$ cat src/rtl/pport_pkg.sv
// Shared definitions for the dual parallel port adapter.
// Assumes data width of at least 8 so the control bit positions fit.
package pport_pkg;

    // Control register bit positions
    localparam int CTL_IRQ_EN = 0;
    localparam int CTL_DSEL   = 2;
    localparam int CTL_FLAG   = 7;

    typedef enum logic [1:0] {
        ACC_DIR  = 2'd0,
        ACC_DATA = 2'd1,
        ACC_CTRL = 2'd2
    } access_e;

    // Which register a port-local select bit reaches, given data-select.
    function automatic access_e decode_access(input logic ctl_sel, input logic dsel);
        if (ctl_sel)
            return ACC_CTRL;
        else if (dsel)
            return ACC_DATA;
        else
            return ACC_DIR;
    endfunction

endpackage

$ cat src/rtl/pport_strobe_sync.sv
// Synchronises an asynchronous strobe pin and flags its rising edge for
// one clock. Assumes STAGES >= 2 and strobe pulses longer than STAGES+1 clocks.
module pport_strobe_sync #(
    parameter int STAGES = 2
) (
    input  logic clk,
    input  logic rst_n,
    input  logic stb_async,
    output logic rise
);
    logic [STAGES-1:0] chain_q;
    logic              prev_q;

    // Shift the raw strobe through the synchroniser and keep the last value
    always_ff @(posedge clk) begin
        if (!rst_n) begin
            chain_q <= '0;
            prev_q  <= 1'b0;
        end else begin
            chain_q <= {chain_q[STAGES-2:0], stb_async};
            prev_q  <= chain_q[STAGES-1];
        end
    end

    assign rise = chain_q[STAGES-1] & ~prev_q;

endmodule

$ cat src/rtl/pport_channel.sv
// One port: output data, direction and control registers, input holding
// register and strobe handshake. Assumes sel is already qualified by chip
// select and port address; rdata is zero unless a read hits this port.
module pport_channel
    import pport_pkg::*;
#(
    parameter int DW     = 8,
    parameter int SYNC_N = 2
) (
    input  logic          clk,
    input  logic          rst_n,
    input  logic          sel,
    input  logic          wr_en,
    input  logic          rd_en,
    input  logic          ctl_sel,
    input  logic [DW-1:0] wdata,
    output logic [DW-1:0] rdata,
    input  logic [DW-1:0] pin_in,
    output logic [DW-1:0] pin_out,
    output logic [DW-1:0] pin_oe,
    input  logic          stb,
    output logic          ack,
    output logic          irq_n
);
    logic [DW-1:0] ddr_q, odr_q, latch_q, ctl_rd;
    logic          irq_en_q, dsel_q, flag_q;
    logic          stb_rise, wr_hit, rd_hit, data_rd;
    access_e       acc;

    pport_strobe_sync #(.STAGES(SYNC_N)) u_sync (
        .clk       (clk),
        .rst_n     (rst_n),
        .stb_async (stb),
        .rise      (stb_rise)
    );

    assign acc     = decode_access(ctl_sel, dsel_q);
    assign wr_hit  = sel & wr_en;
    assign rd_hit  = sel & rd_en;
    assign data_rd = rd_hit && (acc == ACC_DATA);

    // Register writes from the processor
    always_ff @(posedge clk) begin
        if (!rst_n) begin
            ddr_q    <= '0;
            odr_q    <= '0;
            irq_en_q <= 1'b0;
            dsel_q   <= 1'b0;
        end else if (wr_hit) begin
            unique case (acc)
                ACC_DIR:  ddr_q <= wdata;
                ACC_DATA: odr_q <= wdata;
                default: begin
                    irq_en_q <= wdata[CTL_IRQ_EN];
                    dsel_q   <= wdata[CTL_DSEL];
                end
            endcase
        end
    end

    // Pending flag: a strobe sets it, a data read clears it, set wins
    always_ff @(posedge clk) begin
        if (!rst_n)
            flag_q <= 1'b0;
        else if (stb_rise)
            flag_q <= 1'b1;
        else if (data_rd)
            flag_q <= 1'b0;
    end

    // Holding register: follows pins when idle, captures on strobe
    always_ff @(posedge clk) begin
        if (!rst_n)
            latch_q <= '0;
        else if (stb_rise || !flag_q)
            latch_q <= pin_in;
    end

    // Control register read image
    always_comb begin
        ctl_rd             = '0;
        ctl_rd[CTL_IRQ_EN] = irq_en_q;
        ctl_rd[CTL_DSEL]   = dsel_q;
        ctl_rd[CTL_FLAG]   = flag_q;
    end

    // Read multiplexer, gated by the read strobe
    always_comb begin
        rdata = '0;
        if (rd_hit) begin
            unique case (acc)
                ACC_DIR:  rdata = ddr_q;
                ACC_DATA: rdata = (odr_q & ddr_q) | (latch_q & ~ddr_q);
                default:  rdata = ctl_rd;
            endcase
        end
    end

    assign pin_out = odr_q;
    assign pin_oe  = ddr_q;
    assign ack     = flag_q;
    assign irq_n   = ~(flag_q & irq_en_q);

    a_r7_strobe_sets: assert property (@(posedge clk) disable iff (!rst_n)
        stb_rise |=> ack);

    a_r8_read_clears: assert property (@(posedge clk) disable iff (!rst_n)
        (data_rd && !stb_rise) |=> (!ack && irq_n));

    a_r6_latch_holds: assert property (@(posedge clk) disable iff (!rst_n)
        (flag_q && !stb_rise) |=> $stable(latch_q));

    a_r3_dir_stable: assert property (@(posedge clk) disable iff (!rst_n)
        !(wr_hit && acc == ACC_DIR) |=> $stable(pin_oe));

endmodule

$ cat src/rtl/pport_dual.sv
// Two-port parallel adapter. Decodes chip select and register select to
// the port channels and merges their read data. Assumes single-cycle
// bus accesses with rd_en and wr_en not both high.
module pport_dual #(
    parameter int DW     = 8,
    parameter int SYNC_N = 2
) (
    input  logic          clk,
    input  logic          rst_n,
    input  logic          cs,
    input  logic          wr_en,
    input  logic          rd_en,
    input  logic [1:0]    rs,
    input  logic [DW-1:0] wdata,
    output logic [DW-1:0] rdata,
    input  logic [DW-1:0] pa_in,
    output logic [DW-1:0] pa_out,
    output logic [DW-1:0] pa_oe,
    input  logic          pa_stb,
    output logic          pa_ack,
    output logic          pa_irq_n,
    input  logic [DW-1:0] pb_in,
    output logic [DW-1:0] pb_out,
    output logic [DW-1:0] pb_oe,
    input  logic          pb_stb,
    output logic          pb_ack,
    output logic          pb_irq_n
);
    localparam int NPORT = 2;

    logic [DW-1:0] pin_in_v [NPORT];
    logic [DW-1:0] pin_out_v[NPORT];
    logic [DW-1:0] pin_oe_v [NPORT];
    logic [DW-1:0] rd_v     [NPORT];
    logic          stb_v    [NPORT];
    logic          ack_v    [NPORT];
    logic          irq_v    [NPORT];

    assign pin_in_v[0] = pa_in;
    assign pin_in_v[1] = pb_in;
    assign stb_v[0]    = pa_stb;
    assign stb_v[1]    = pb_stb;

    for (genvar g = 0; g < NPORT; g++) begin : g_port
        pport_channel #(.DW(DW), .SYNC_N(SYNC_N)) u_chan (
            .clk     (clk),
            .rst_n   (rst_n),
            .sel     (cs && (rs[1] == 1'(g))),
            .wr_en   (wr_en),
            .rd_en   (rd_en),
            .ctl_sel (rs[0]),
            .wdata   (wdata),
            .rdata   (rd_v[g]),
            .pin_in  (pin_in_v[g]),
            .pin_out (pin_out_v[g]),
            .pin_oe  (pin_oe_v[g]),
            .stb     (stb_v[g]),
            .ack     (ack_v[g]),
            .irq_n   (irq_v[g])
        );
    end

    // Only the selected channel drives nonzero read data
    assign rdata    = rd_v[0] | rd_v[1];
    assign pa_out   = pin_out_v[0];
    assign pa_oe    = pin_oe_v[0];
    assign pa_ack   = ack_v[0];
    assign pa_irq_n = irq_v[0];
    assign pb_out   = pin_out_v[1];
    assign pb_oe    = pin_oe_v[1];
    assign pb_ack   = ack_v[1];
    assign pb_irq_n = irq_v[1];

    a_r11_idle_rdata: assert property (@(posedge clk) disable iff (!rst_n)
        !(cs && rd_en) |-> (rdata == '0));

endmodule

$ cat config.mk
export PLATFORM = sky130hd
export DESIGN_NAME = pport_dual
export DESIGN_NICKNAME = d
export VERILOG_FILES = /design/src/rtl/pport_pkg.sv /design/src/rtl/pport_strobe_sync.sv /design/src/rtl/pport_channel.sv /design/src/rtl/pport_dual.sv
export SDC_FILE = /design/constraint.sdc
export NUM_CORES = 1
export LEC_CHECK = 0
export ABC_AREA = 0
export BUFFER_PORTS_ARGS = -buffer_cell sky130_fd_sc_hd__buf_2
export CAP_MARGIN = 20
export CORE_MARGIN = 5
export CORE_UTILIZATION = 45
export CTS_CLUSTER_SIZE = 40
export DETAILED_ROUTE_END_ITERATION = 6
export GPL_TIMING_DRIVEN = 0
export PLACE_DENSITY = 0.73
export SYNTH_ARGS = -nofsm -noshare
export SYNTH_HDL_FRONTEND = slang
export SYNTH_HIERARCHICAL = 1
export SYNTH_SLANG_ARGS = --single-unit
$ cat constraint.sdc
create_clock -name clk -period 1.2 [get_ports clk]
set_clock_uncertainty 0.1 [all_clocks]
set_input_delay 0.18 -clock clk [delete_from_list [all_inputs] [get_ports clk]]
set_output_delay 0.18 -clock clk [all_outputs]
set_load 0.01 [all_outputs]
==> flow_summary.yaml <==
cts:
  clk_path_buf_depth: 2
  htreeDepth: 3
  clk_latency_ps: 340
  ctsRootBufferMaster: "clkbuf_8"
  clk_pin_slew_ps: 70
  cts_tree: "yes"
  numCtsBuffers: 9
  cts_num_sinks: 60
floorplan:
  rows: 28
  initial_core_util: 0.466
  coreArea_mm2: 0.00596
  dieArea_mm2: 0.00783
  dieWidth_um: 88.5
  ioPinCount: 77
  die_y_um: 88.5
detailed_routing:
  routed_via_density: 5.24
  drc: 0
  dr.first_iter.drc_count: 131
  ant_nets: 0
  firstDrtPassIters: 4
  routedWlPerCell_um: 16.5
  wl_um: 8080
  vias: 2567
logic_synthesis:
  synth_top_family_by_area: "simple AND/OR/NAND/NOR gates"
  synthTopCellsByArea: "dfxtp_1 (43%), mux2i_1 (7.2%), nand3_1 (5.8%)"
  ys_ff_latch: 60
  syn_nets: 333
  synth_top_area_share: 0.433
  post_synth.cell_area_avg_um2: 9.25
  syn_inst: 300
  synthMuxAreaShare: 0.0722
  yosys.area_share.simple: 0.264
  synth_flop_cell: "dfxtp_1"
  synth_compound_area_frac: 0.164
  ys_warn_count: 6
  synth.cell_area_mm2: 0.00277
  postSynth.asyncResetShare: 0
  ys_seq_area_frac: 0.433
  synth_edf_count: 0
  synth_fa_ha_area_frac: 0
  synth.largest_area_cell: "dfxtp_1"
  synth_cell_types: 34
  synth_xor_area_frac: 0
final_layout:
  area_growth_pct: 40.8
  fin_nets: 443
  drive_above_1_share: 0.467
  diodes: 0
  fill_cells: 500
  final_cell_area_mm2: 0.00391
  fin_util: 0.656
worst_setup_path:
  crit_start: "g_port[0].u_chan/dsel_q"
  endpoint_kind: "primary output"
  r2r_cells: 6
  path_max_fanout: 6
  path_class: "reg2out"
  cp-start-kind: "register"
  cp.arrival_ps: 1510
  critical_path_required_ps: 920
  rr_startpoint: "g_port[0].u_chan/dsel_q"
outcome:
  violations: "negative setup slack"
  status: "finished with violations"
global_route:
  grt_pass1_vias: 2591
  track_usage: 0.215
  grt_max_degree: 11
  antenna_found_initial: 0
  grt_overflow: 0
  grt_pass1_wl_um: 12600
placement:
  place_congestion: 0.849
  dp_hpwl_um: 5490
  portBuffers: 75
  placed_area_mm2: 0.00327
sta:
  hold_viol: 0
  tightest_slew_ps: 510
  rsz0062_at_grt: "true"
  maxSlewViolCount: 0
  period_share: 1.49
  max_freq_mhz: 558
  setup_viol: 31
  tns_ps: -6140
  period_minus_slack_ps: 1790
  slew_headroom: 0.660
  fin_ws_ps: -592
worst_hold_path:
  min_from: "pb_in[4]"
  holdPathStages: 3
  hp-class: "in2reg"
power_and_ir_drop:
  power_leakage_nw: 1.80
  p_per_area_mw_per_mm2: 1140
  total_power_mw: 4.47
  peakVddDrop_uv: 875
run:
  maxCapViolations: 0
per-layer routing:
layer  part of all wire  wire (um)  track usage  vias up
met5                  0          0            0        -
met4              0.012         99       0.0701        0
met3              0.076        613       0.0801        8
met2               0.49       3940        0.344       83
met1               0.42       3430        0.268     1204
li1                   -          -            -     1272
final timing paths:
path | to | slack [ps]
worst max register to register | g_port[0].u_chan/pin_oe[5] | -170
worst max-delay path | rdata[7] | -590
worst min register to register | g_port[1].u_chan/u_sync/chain_q[1] | 330
worst min-delay path | g_port[1].u_chan/latch_q[4] | 5
layout by cell type, fill, tap and decap left out, types with 3 or more instances in the layout:
| cell | n |
|---|---|
| o21ai_2 | 27 |
| o21ai_1 | 16 |
| clkbuf_16 | 3 |
| inv_1 | 4 |
| nand3_1 | 30 |
| clkinv_2 | 3 |
| dfxtp_1 | 34 |
| mux2i_1 | 20 |
| buf_6 | 12 |
| nand2_1 | 23 |
| dfxtp_4 | 4 |
| buf_4 | 7 |
| and2_1 | 6 |
| nor2b_1 | 22 |
| buf_2 | 78 |
| dlygate4sd3_1 | 13 |
| dfxtp_2 | 22 |
| clkbuf_1 | 5 |
| nand3_2 | 6 |
| a21oi_1 | 9 |
| or2_1 | 8 |
| clkbuf_8 | 10 |
| nand3b_1 | 10 |
| a21oi_2 | 7 |
Yosys cell counts (4+ instances only):
| cell | count |
|---|---|
| nand2_1 | 24 |
| o21ai_2 | 16 |
| mux2i_1 | 20 |
| dfxtp_1 | 60 |
| buf_6 | 6 |
| or2_1 | 8 |
| nand3b_1 | 10 |
| o21ai_1 | 16 |
| inv_1 | 4 |
| nor2b_1 | 22 |
| nand3_1 | 32 |
| buf_2 | 8 |
| o21ai_0 | 12 |
| clkbuf_1 | 4 |
| a21oi_1 | 16 |
| and2_1 | 6 |
| nand3_2 | 4 |
cell families after synthesis:
group | count (synthesis)
AND/OR/NAND/NOR | 122
AO/OA/AOI/OAI | 72
flip-flops | 60
buffers and inverters | 26
multiplexers | 20
flip-flops by register name, indices dropped and copies added (netlist names):
signal	count
g_port.u_chan/ack	2
g_port.u_chan/dsel_q	2
g_port.u_chan/irq_en_q	2
g_port.u_chan/latch_q	16
g_port.u_chan/pin_oe	16
g_port.u_chan/pin_out	16
g_port.u_chan/u_sync/chain_q	4
g_port.u_chan/u_sync/prev_q	2
power breakdown:
part	leakage [nW]	internal [mW]	switching [mW]
clock	0.111	1.13	0.788
sequential	0.503	2.05	0.0486
combinational	1.19	0.224	0.228
through the flow:
step / cells / hold WS [ps] / setup WS [ps]
6_report: 490 / 5.04 / -592
3_5_place_dp: 450 / 291 / -323
5_1_grt: 490 / 14.3 / -661
3_3_place_gp: 450 / 285 / -333
2_1_floorplan: 300 / 202 / -45.1
4_1_cts: 485 / 0.521 / -577
worst max-delay path, cell delays in order, from the launching register on:
cell	delay, ps
dfxtp_4	380
buf_6	140
a311o_1	270
a21oi_1	120
or2_1	120
buf_2	130
layout make-up:
| class | count | area [um2] | share of cell area |
|---|---|---|---|
| flip-flops and latches | 60 | 1240 | 0.318 |
| clock buffers | 12 | 166 | 0.0426 |
| plain buffers | 18 | 169 | 0.0433 |
| clock inverters | 4 | 45.0 | 0.0115 |
| well taps | 75 | 93.8 | 0.0240 |
| inverters | 6 | 27.5 | 0.00705 |
| multi-input cells | 214 | 1500 | 0.384 |
| repair buffers | 101 | 659 | 0.169 |
timing repair:
action / CTS / global route
setup endpoints to repair: 30 / 73
gates resized for setup: 30 / 47
hold buffers: 13 / 0
setup buffers: 4 / 4
hold endpoints to repair: 13 / 0
cloned: 2 / 3
pin swaps: 7 / 13
(Power assumes the default switching activity.)
